<file path="config.mk">
export PLATFORM = sky130hd
export DESIGN_NAME = fce_code_calc
export DESIGN_NICKNAME = d
export VERILOG_FILES = /design/src/rtl/fce_pkg.sv /design/src/rtl/fce_sync_edge.sv /design/src/rtl/fce_period_counter.sv /design/src/rtl/fce_seq_divider.sv /design/src/rtl/fce_code_calc.sv
export SDC_FILE = /design/constraint.sdc
export NUM_CORES = 1
export LEC_CHECK = 0
export BUFFER_PORTS_ARGS = -buffer_cell sky130_fd_sc_hd__buf_2
export CORE_ASPECT_RATIO = 0.7
export CORE_MARGIN = 5
export CORE_UTILIZATION = 36
export CTS_BUF_LIST = sky130_fd_sc_hd__clkbuf_8
export CTS_CLUSTER_SIZE = 12
export DETAILED_ROUTE_END_ITERATION = 10
export GPL_TIMING_DRIVEN = 0
export SYNTH_ARGS = -nofsm -noshare
export SYNTH_HDL_FRONTEND = slang
export SYNTH_HIERARCHICAL = 1
export SYNTH_SLANG_ARGS = --single-unit
export TNS_END_PERCENT = 50
</file>
<file path="constraint.sdc">
create_clock -name clk -period 17.1 [get_ports clk]
set_input_delay 3.42 -clock clk [delete_from_list [all_inputs] [get_ports clk]]
set_output_delay 3.42 -clock clk [all_outputs]
set_load 0.01 [all_outputs]
</file>
<file path="src/rtl/fce_pkg.sv">
package fce_pkg;

   typedef enum logic [1:0] {
      ST_IDLE = 2'd0,
      ST_PREP = 2'd1,
      ST_DIV  = 2'd2
   } fce_state_e;

   function automatic int fce_num_width(input int code_w, input int cnt_w);
      return code_w + 2 * cnt_w + 2;
   endfunction

   function automatic int fce_den_width(input int mult_w, input int cnt_w);
      return mult_w + cnt_w + 1;
   endfunction

endpackage

</file>
<file path="src/rtl/fce_sync_edge.sv">
module fce_sync_edge #(
   parameter int STAGES = 2
) (
   input  logic clk,
   input  logic rst_n,
   input  logic din,
   output logic rise
);

   logic lvl;
   logic lvl_d;

   generate
      if (STAGES == 0) begin : g_direct
         assign lvl = din;
      end else begin : g_chain
         logic [STAGES-1:0] chain;
         for (genvar i = 0; i < STAGES; i++) begin : g_stage
            if (i == 0) begin : g_first
               always_ff @(posedge clk or negedge rst_n) begin
                  if (!rst_n) chain[i] <= 1'b0;
                  else        chain[i] <= din;
               end
            end else begin : g_next
               always_ff @(posedge clk or negedge rst_n) begin
                  if (!rst_n) chain[i] <= 1'b0;
                  else        chain[i] <= chain[i-1];
               end
            end
         end
         assign lvl = chain[STAGES-1];
      end
   endgenerate

   always_ff @(posedge clk or negedge rst_n) begin
      if (!rst_n) begin
         lvl_d <= 1'b0;
         rise  <= 1'b0;
      end else begin
         lvl_d <= lvl;
         rise  <= lvl & ~lvl_d;
      end
   end

endmodule

</file>
<file path="src/rtl/fce_period_counter.sv">
module fce_period_counter #(
   parameter int CNT_W = 12
) (
   input  logic             clk,
   input  logic             rst_n,
   input  logic             tick,
   input  logic             window_end,
   output logic [CNT_W-1:0] count_q,
   output logic             cap_stb
);

   logic [CNT_W-1:0] acc;
   logic [CNT_W-1:0] acc_inc;
   logic             at_top;

   assign at_top  = &acc;
   assign acc_inc = at_top ? acc : acc + CNT_W'(tick);

   always_ff @(posedge clk or negedge rst_n) begin
      if (!rst_n) begin
         acc     <= '0;
         count_q <= '0;
         cap_stb <= 1'b0;
      end else begin
         cap_stb <= window_end;
         if (window_end) begin
            count_q <= acc_inc;
            acc     <= '0;
         end else begin
            acc     <= acc_inc;
         end
      end
   end

endmodule

</file>
<file path="src/rtl/fce_seq_divider.sv">
module fce_seq_divider #(
   parameter int NUM_W = 36,
   parameter int DEN_W = 21
) (
   input  logic             clk,
   input  logic             rst_n,
   input  logic             start,
   input  logic [NUM_W-1:0] dividend,
   input  logic [DEN_W-1:0] divisor,
   output logic             busy,
   output logic             done,
   output logic [NUM_W-1:0] quotient
);

   localparam int STEP_W = (NUM_W > 1) ? $clog2(NUM_W) : 1;

   logic [DEN_W:0]    rem;
   logic [DEN_W:0]    rem_sh;
   logic [DEN_W:0]    rem_nx;
   logic [NUM_W-1:0]  acc;
   logic [DEN_W-1:0]  den_q;
   logic [STEP_W-1:0] step;
   logic              take;

   always_comb begin
      rem_sh = {rem[DEN_W-1:0], acc[NUM_W-1]};
      take   = (rem_sh >= {1'b0, den_q});
      rem_nx = take ? (rem_sh - {1'b0, den_q}) : rem_sh;
   end

   always_ff @(posedge clk or negedge rst_n) begin
      if (!rst_n) begin
         rem   <= '0;
         acc   <= '0;
         den_q <= '0;
         step  <= '0;
         busy  <= 1'b0;
         done  <= 1'b0;
      end else begin
         done <= 1'b0;
         if (start && !busy) begin
            rem   <= '0;
            acc   <= dividend;
            den_q <= divisor;
            step  <= '0;
            busy  <= 1'b1;
         end else if (busy) begin
            rem <= rem_nx;
            acc <= {acc[NUM_W-2:0], take};
            if (step == STEP_W'(NUM_W - 1)) begin
               busy <= 1'b0;
               done <= 1'b1;
            end else begin
               step <= step + 1'b1;
            end
         end
      end
   end

   assign quotient = acc;

endmodule

</file>
<file path="src/rtl/fce_code_calc.sv">
module fce_code_calc
   import fce_pkg::*;
#(
   parameter int CODE_W        = 10,
   parameter int CNT_W         = 12,
   parameter int MULT_W        = 8,
   parameter int SYNC_STAGES   = 2,
   parameter bit ROUND_NEAREST = 1'b1
) (
   input  logic              clk,
   input  logic              rst_n,
   input  logic              ref_in,
   input  logic              osc_fast_in,
   input  logic              osc_slow_in,
   input  logic [MULT_W-1:0] mult_n,
   output logic [CODE_W-1:0] code,
   output logic              code_valid,
   output logic              est_err,
   output logic [CNT_W-1:0]  r_max,
   output logic [CNT_W-1:0]  r_min
);

   localparam int NUM_W   = fce_num_width(CODE_W, CNT_W);
   localparam int DEN_W   = fce_den_width(MULT_W, CNT_W);
   localparam int PROD_W  = 2 * CNT_W;
   localparam int SCALE_W = MULT_W + CNT_W;
   localparam int RAW_W   = PROD_W + CODE_W;

   generate
      if (CNT_W < MULT_W) begin : g_chk_cnt
         $error("CNT_W must be at least MULT_W");
      end
      if (CODE_W < 2) begin : g_chk_code
         $error("CODE_W must be at least 2");
      end
      if (SYNC_STAGES < 0) begin : g_chk_sync
         $error("SYNC_STAGES must not be negative");
      end
   endgenerate

   logic ref_rise, fast_rise, slow_rise;
   logic cap_fast_stb, cap_slow_stb, cap_stb;

   fce_sync_edge #(.STAGES(SYNC_STAGES)) u_sync_ref (
      .clk(clk), .rst_n(rst_n), .din(ref_in), .rise(ref_rise));
   fce_sync_edge #(.STAGES(SYNC_STAGES)) u_sync_fast (
      .clk(clk), .rst_n(rst_n), .din(osc_fast_in), .rise(fast_rise));
   fce_sync_edge #(.STAGES(SYNC_STAGES)) u_sync_slow (
      .clk(clk), .rst_n(rst_n), .din(osc_slow_in), .rise(slow_rise));

   fce_period_counter #(.CNT_W(CNT_W)) u_cnt_fast (
      .clk(clk), .rst_n(rst_n), .tick(fast_rise), .window_end(ref_rise),
      .count_q(r_max), .cap_stb(cap_fast_stb));
   fce_period_counter #(.CNT_W(CNT_W)) u_cnt_slow (
      .clk(clk), .rst_n(rst_n), .tick(slow_rise), .window_end(ref_rise),
      .count_q(r_min), .cap_stb(cap_slow_stb));

   assign cap_stb = cap_fast_stb & cap_slow_stb;

   fce_state_e        state;
   logic [MULT_W-1:0] n_q;
   logic              meas_bad;
   logic [CNT_W-1:0]  hi_gap;
   logic [CNT_W-1:0]  span;
   logic [RAW_W-1:0]  num_raw;
   logic [SCALE_W-1:0] den_raw;
   logic [NUM_W-1:0]  div_num;
   logic [DEN_W-1:0]  div_den;
   logic              div_start;
   logic              div_busy;
   logic              div_done;
   logic [NUM_W-1:0]  div_quo;
   logic              quo_sat;
   logic [CODE_W-1:0] code_nxt;

   always_comb begin
      meas_bad = (mult_n == '0) || (r_max <= r_min) || (r_max < CNT_W'(mult_n));
      hi_gap   = r_max - CNT_W'(n_q);
      span     = r_max - r_min;
      num_raw  = {PROD_W'(r_min) * PROD_W'(hi_gap), {CODE_W{1'b0}}};
      den_raw  = SCALE_W'(n_q) * SCALE_W'(span);
   end

   generate
      if (ROUND_NEAREST) begin : g_round
         assign div_num = (NUM_W'(num_raw) << 1) + NUM_W'(den_raw);
         assign div_den = {den_raw, 1'b0};
      end else begin : g_trunc
         assign div_num = NUM_W'(num_raw);
         assign div_den = DEN_W'(den_raw);
      end
   endgenerate

   assign div_start = (state == ST_PREP);

   fce_seq_divider #(.NUM_W(NUM_W), .DEN_W(DEN_W)) u_div (
      .clk(clk), .rst_n(rst_n), .start(div_start), .dividend(div_num),
      .divisor(div_den), .busy(div_busy), .done(div_done), .quotient(div_quo));

   assign quo_sat  = |div_quo[NUM_W-1:CODE_W];
   assign code_nxt = quo_sat ? {CODE_W{1'b1}} : div_quo[CODE_W-1:0];

   always_ff @(posedge clk or negedge rst_n) begin
      if (!rst_n) begin
         state      <= ST_IDLE;
         n_q        <= '0;
         code       <= '0;
         code_valid <= 1'b0;
         est_err    <= 1'b0;
      end else begin
         code_valid <= 1'b0;
         case (state)
            ST_IDLE: begin
               if (cap_stb) begin
                  n_q <= mult_n;
                  if (meas_bad) est_err <= 1'b1;
                  else          state   <= ST_PREP;
               end
            end
            ST_PREP: state <= ST_DIV;
            ST_DIV: begin
               if (div_done) begin
                  code       <= code_nxt;
                  code_valid <= 1'b1;
                  est_err    <= 1'b0;
                  state      <= ST_IDLE;
               end
            end
            default: state <= ST_IDLE;
         endcase
      end
   end

endmodule

</file>
After elaboration in Yosys (flattened, before gate mapping)
Index checks and enable logic that the tools add are counted.
- register bits: 168
- logic and storage cells: 99
- eq/ne operators: 8
- order comparisons: 3
- bitwise gates (word level): 6
- reduce and logical (&&, ||, !) cells: 16
- add/subtract/negate cells: 7
- multiplexer cells: 29
- multiply operators: 2
- operator list (cell ; number):
    $mux 36 ; 2
    $mux 21 ; 3
    $mux 12 ; 4
    $add 35x20->36 ; 1
    $reduce_or 26->1 ; 1
    $add 12x1->12 ; 2
    $mul 12x12->24 ; 1
    $reduce_and 12->1 ; 2
    $ge 22x21->1 ; 1
    $sub 21x21->21 ; 1
    $mul 8x12->20 ; 1
    $mux 6 ; 3
    $le 12x12->1 ; 1
    $lt 12x8->1 ; 1
    $sub 12x12->12 ; 1
    $sub 12x8->12 ; 1
    $mux 1 ; 11
    $mux 10 ; 1
    $logic_not 8->1 ; 1
    $add 6x1->6 const B ; 1
    $eq 6x6->1 const B ; 1
    $mux 2 ; 3
    $ne 2x1->1 const B ; 3
    $pmux 2 s3 ; 1
    14 further kinds ; 23

Longest topological paths before layout
- depth in word-level cells: 6
- depth in mapped cells: 39
- mapped depth without buffers: 38

Hierarchy
Netlist, hierarchy kept.
- modules (own cells, without submodules) (module ; cells each ; area an instance (µm²) ; sequential area each (µm²) ; times used):
    fce_code_calc ; 1300 ; 10682.7 ; 550.5 ; 1
    fce_seq_divider ; 573 ; 5149.9 ; 2152.1 ; 1
    fce_period_counter ; 110 ; 1156.1 ; 625.6 ; 2
    fce_sync_edge ; 5 ; 113.9 ; 100.1 ; 3

Worst setup path before layout
OpenSTA, ideal clock, no wires.
- path type: register to register
- start: reg u_cnt_slow.count_q[1]
- end: reg u_div.acc[31] (netlist: u_div/quotient[31])
- data arrival time: 8242 ps
- library setup time: 135 ps
- slack: 8723 ps
- cell stages (with the launch flop): 38
- buffers on the path: 1
- data required time: 16965 ps
- cell sequence: dfrtp_1 clkbuf_1 inv_1 ha_1 nor2b_1 o21ai_0 a21boi_0 o21ai_0 a21boi_0 o2111ai_1 nand3b_1 xor2_1 and2_1 fa_1 inv_1 fa_1 fa_1 inv_1 [... 2 more ...] a21o_1 a21o_1 a21oi_1 o21ai_0 a2111oi_0 o21bai_1 a21oi_1 xnor2_1 ha_1 o21ai_0 a21oi_1 o211ai_1 nor4_2 nand4_1 nand2b_4 xnor2_2 mux2i_1 o21ai_0
- word-level cells in the longest chain between the ends: 4
- elaborated cells between the ends (all ways): 5
- ends and longest elaborated chain (what ; line ; RTL):
    start, declared ; fce_period_counter.sv:8 ; output logic [CNT_W-1:0] count_q,
    start signal, assigned ; fce_period_counter.sv:27 ; count_q <= acc_inc;
    $sub 12x12->12 ; fce_code_calc.sv:79 ; span = r_max - r_min;
    $mul 8x12->20 ; fce_code_calc.sv:81 ; den_raw = SCALE_W'(n_q) * SCALE_W'(span);
    via den_raw[19] ; fce_code_calc.sv:66 ; logic [SCALE_W-1:0] den_raw;
    $add 35x20->36 ; fce_code_calc.sv:86 ; assign div_num = (NUM_W'(num_raw) << 1) + NUM_W'(den_raw);
    via div_num[31] ; fce_code_calc.sv:67 ; logic [NUM_W-1:0] div_num;
    $mux 36 ; fce_seq_divider.sv:41 ; if (start && !busy) begin
    end signal, assigned ; fce_seq_divider.sv:43 ; acc <= dividend;
    end signal, assigned ; fce_seq_divider.sv:49 ; acc <= {acc[NUM_W-2:0], take};
    end, declared ; fce_seq_divider.sv:20 ; logic [NUM_W-1:0] acc;
The timed path passes the listed nets, and every way through them passes these cells.
A chain may end at the register's enable or synchronous reset.

Worst setup path in the final report
- start: reg u_cnt_slow.count_q[2]
- end: reg u_div.acc[35] (netlist: u_div/quotient[35])
The elaborated chain is that of the path after synthesis.

==> impl_metrics.sql <==
INSERT INTO impl_metrics (metric_group, metric, value, unit) VALUES
('status', 'status', 'completed', ''),
('setup_path', 'element_type_at_the_critical_path_start', 'register', ''),
('timing', 'max-slew-margin-rel', '29.1', '%'),
('cells_and_area', 'post_layout_nonfiller_instances', '2863', ''),
('synthesis', 'synthesis.area_per_instance', '8.77', 'µm²'),
('cells_and_area', 'design.final.nets', '2519', ''),
('flow_run', 'max_cap_violations', '0', ''),
('synthesis', 'synth_enable_flop_cells', '0', ''),
('timing', 'finalSetupTns', '0', 'ps'),
('clocking', 'tritoncts', 'built', ''),
('cells_and_area', 'drive_gt1_share', '6.76', '%'),
('timing', 'timing_hold_violations_final', '0', ''),
('placement', 'post-place-cells', '2831', ''),
('cells_and_area', 'num-fill-cells', '5073', ''),
('timing', 'final.period_utilization', '60.4', '%'),
('timing', 'maxSlewViolCount', '0', ''),
('timing', 'finalSetupViolCount', '0', ''),
('synthesis', 'synth_warnings', '6', ''),
('cells_and_area', 'area.growth.synth_to_final', '8.11', '%'),
('floorplan', 'die-area', '56100', 'µm²'),
('drt', 'drt-total-wl', '49700', 'µm'),
('synthesis', 'async_reset_ff_share', '100', '%'),
('floorplan', 'start_util', '36.4', '%'),
('synthesis', 'mappedNetlistNets', '2451', ''),
('setup_path', 'critical_path.endpoint_type', 'register', ''),
('clocking', 'cts_hold_repair.buffers', '0', ''),
('timing', 'finalCriticalPeriod', '10330', 'ps'),
('drt', 'first_iter_violations', '1296', ''),
('global_route', 'antenna_violations_before_repair', '0', ''),
('clocking', 'clock_sinks', '170', ''),
('clocking', 'cts.path.max_buffers', '2', ''),
('drt', 'route.vias.total', '14936', ''),
('global_route', 'grt_overflow_total', '0', ''),
('setup_path', 'crit_path_frequent_cell', 'sky130_fd_sc_hd__o21ai_0', ''),
('floorplan', 'row_count', '69', ''),
('placement', 'detailedPlacementHpwl', '40500', 'µm'),
('synthesis', 'synthCells', '2108', ''),
('placement', 'placed_cell_area', '19600', 'µm²'),
('drt', 'detail-route-antenna-nets', '0', ''),
('setup_path', 'data_arrival_time_of_the_critical_path', '10740', 'ps'),
('synthesis', 'post_synth_num_cell_types', '84', ''),
('min_path', 'hold_path_class', 'register to register', ''),
('timing', 'timing_worst_slew_pin_value', '1060', 'ps'),
('global_route', 'global_route_wire_length_before_repair', '79900', 'µm'),
('clocking', 'cts-root-buf', 'sky130_fd_sc_hd__clkbuf_8', ''),
('drt', 'drc', '0', ''),
('clocking', 'tritoncts.num_buffers', '17', ''),
('setup_path', 'worst_path_largest_cell_delay', '650', 'ps'),
('setup_path', 'reg2reg_setup_slack', '6770', 'ps'),
('cells_and_area', 'finalInstanceArea', '20000', 'µm²'),
('floorplan', 'floorplan.die.width', '281', 'µm'),
('timing', 'fin_worst_skew', '23.6', 'ps'),
('floorplan', 'ports', '49', ''),
('clocking', 'clock_insertion_delay_worst_skew', '500', 'ps'),
('placement', 'gp_routability_congestion', '0.928', ''),
('global_route', 'grt_start_max_net_pins', '109', ''),
('synthesis', 'synth_ff_type', 'sky130_fd_sc_hd__dfrtp_1', ''),
('placement', 'io_buffers', '48', ''),
('floorplan', 'die_height', '200', 'µm'),
('timing', 'achievable-frequency', '96.8', 'MHz'),
('floorplan', 'core', '50800', 'µm²'),
('clocking', 'path_clk_slew', '100', 'ps'),
('clocking', 'number_of_setup_buffers_added_after_cts', '0', ''),
('setup_path', 'worst-setup-path-type', 'register to register', ''),
('setup_path', 'timing.critical_path.fanout_max', '10', ''),
('drt', 'drt-wirelength-per-cell', '17.3', 'µm'),
('synthesis', 'synth_area', '18500', 'µm²'),
('synthesis', 'ys_ff_latch', '170', ''),
('drt', 'drt_pre_antenna_iters', '5', ''),
('timing', 'rsz0062_at_grt', 'no', ''),
('synthesis', 'synth-seq-area-share', '23.0', '%'),
('global_route', 'first_global_vias', '14492', ''),
('global_route', 'grt_util_all_layers', '17.9', '%'),
('clocking', 'cts.repair.resized', '0', ''),
('drt', 'drt-vias-per-instance', '5.22', ''),
('setup_path', 'cp_data_required_time', '17510', 'ps'),
('cells_and_area', 'multi_input_comb_area', '12800', 'µm²'),
('clocking', 'clock_tree.htree_level_count', '4', ''),
('cells_and_area', 'ff_latch_area', '4250', 'µm²'),
('setup_path', 'crit_slowest_cell', 'sky130_fd_sc_hd__xor2_1', '');
## kinds of logic after synthesis
family | share of synthesized area, %
flip-flops | 23.0
AO/OA/AOI/OAI | 13.6
adder cells (fa/ha/maj) | 29.0
XOR/XNOR | 4.21
other | 0.0203
buffers and inverters | 7.69
AND/OR/NAND/NOR | 18.4
multiplexers | 4.03
## cells in the final DEF (no fill, tap or decap), types with 43 or more instances in the layout
master / count
sky130_fd_sc_hd__nand2_1: 309
sky130_fd_sc_hd__inv_1: 285
sky130_fd_sc_hd__dfrtp_1: 170
sky130_fd_sc_hd__ha_1: 166
sky130_fd_sc_hd__fa_1: 164
sky130_fd_sc_hd__o21ai_0: 133
sky130_fd_sc_hd__nor2_1: 107
sky130_fd_sc_hd__a21oi_1: 79
sky130_fd_sc_hd__clkbuf_1: 70
sky130_fd_sc_hd__and2_1: 69
sky130_fd_sc_hd__mux2i_1: 61
sky130_fd_sc_hd__buf_2: 55
sky130_fd_sc_hd__xnor2_1: 50
sky130_fd_sc_hd__nand2b_1: 43
## metal layers
layer	share of wire, %	up-vias	wire, µm	GRT usage [%]
met1	51	7367	25400	28.3
met3	8.4	31	4150	4.93
met4	1.0	0	518	2.85
met5	0	-	0	0
li1	-	7110	-	-
met2	39	428	19600	24.4
## metrics by stage
| stage | hold slack, ps | util (%) | setup slack (ps) |
|---|---|---|---|
| 2_1_floorplan | 331 | - | 8720 |
| 3_3_place_gp | 335 | 38.6 | 7210 |
| 3_5_place_dp | 346 | 38.6 | 6970 |
| 4_1_cts | 369 | 39.4 | 6870 |
| 5_1_grt | 375 | 39.4 | 6060 |
| 6_report | 367 | 39.4 | 6770 |
## registers in the layout, summed over array words and instances, names as in the netlist, 2 cells and up
signal and count:
code 10, n_q 8, state 2, u_cnt_fast/acc 12, u_cnt_fast/count_q 12, u_cnt_slow/acc 12
u_cnt_slow/count_q 12, u_div/den_q 21, u_div/quotient 36, u_div/rem 21, u_div/step 6
## layout make-up
type                    instances  area share (%)
clock buffers                  17            1.17
clock inverters                14           0.707
well taps                     674            4.22
diodes                          1          0.0125
repair buffers                 49            1.39
multi-input cells            1568            64.1
plain buffers                  85            1.76
inverters                     285            5.35
flip-flops and latches        170            21.3
## worst max-delay path, delay by kind of cell, from the launching register on
kind | cells | cell delay, ps
AOI/OAI and AO/OA | 16 | 3500
xor gates and xnor gates | 2 | 840
adders and majority gates | 7 | 3040
buffers and inverters | 4 | 790
DFF | 1 | 460
muxes | 1 | 120
and+or+nand+nor | 5 | 1490
## Yosys cell counts, types with 17 or more instances
library cell / instances / share of area [%]
sky130_fd_sc_hd__a21o_1: 20 / 0.81
sky130_fd_sc_hd__a21oi_1: 79 / 2.1
sky130_fd_sc_hd__and2_1: 69 / 2.3
sky130_fd_sc_hd__clkbuf_1: 70 / 1.4
sky130_fd_sc_hd__dfrtp_1: 170 / 23
sky130_fd_sc_hd__fa_1: 164 / 18
sky130_fd_sc_hd__ha_1: 166 / 11
sky130_fd_sc_hd__inv_1: 284 / 5.8
sky130_fd_sc_hd__mux2i_1: 61 / 3.3
sky130_fd_sc_hd__nand2_1: 309 / 6.3
sky130_fd_sc_hd__nand2b_1: 43 / 1.5
sky130_fd_sc_hd__nand3_1: 22 / 0.60
sky130_fd_sc_hd__nand4_1: 17 / 0.58
sky130_fd_sc_hd__nor2_1: 107 / 2.2
sky130_fd_sc_hd__nor3_1: 37 / 1.0
sky130_fd_sc_hd__o211ai_1: 25 / 1.0
sky130_fd_sc_hd__o21ai_0: 133 / 3.6
sky130_fd_sc_hd__o31ai_1: 20 / 0.81
sky130_fd_sc_hd__xnor2_1: 50 / 2.4
sky130_fd_sc_hd__xor2_1: 37 / 1.8
## path summary, 6_finish.rpt
kind,start,to,cells after the start
max in group asynchronous,rst_n,code[0],2
min reg2reg,u_sync_fast/g_chain.chain[0],u_sync_fast/lvl,0
max,u_cnt_slow/count_q[2],u_div/quotient[35],35
max reg2reg,u_cnt_slow/count_q[2],u_div/quotient[35],35
min,u_sync_fast/g_chain.chain[0],u_sync_fast/lvl,0
min in group asynchronous,rst_n,u_cnt_fast/count_q[4],1
Power is left out: the tool's default activity adds up to more than one toggle a clock period on the data nets, which glitch-free logic cannot reach.
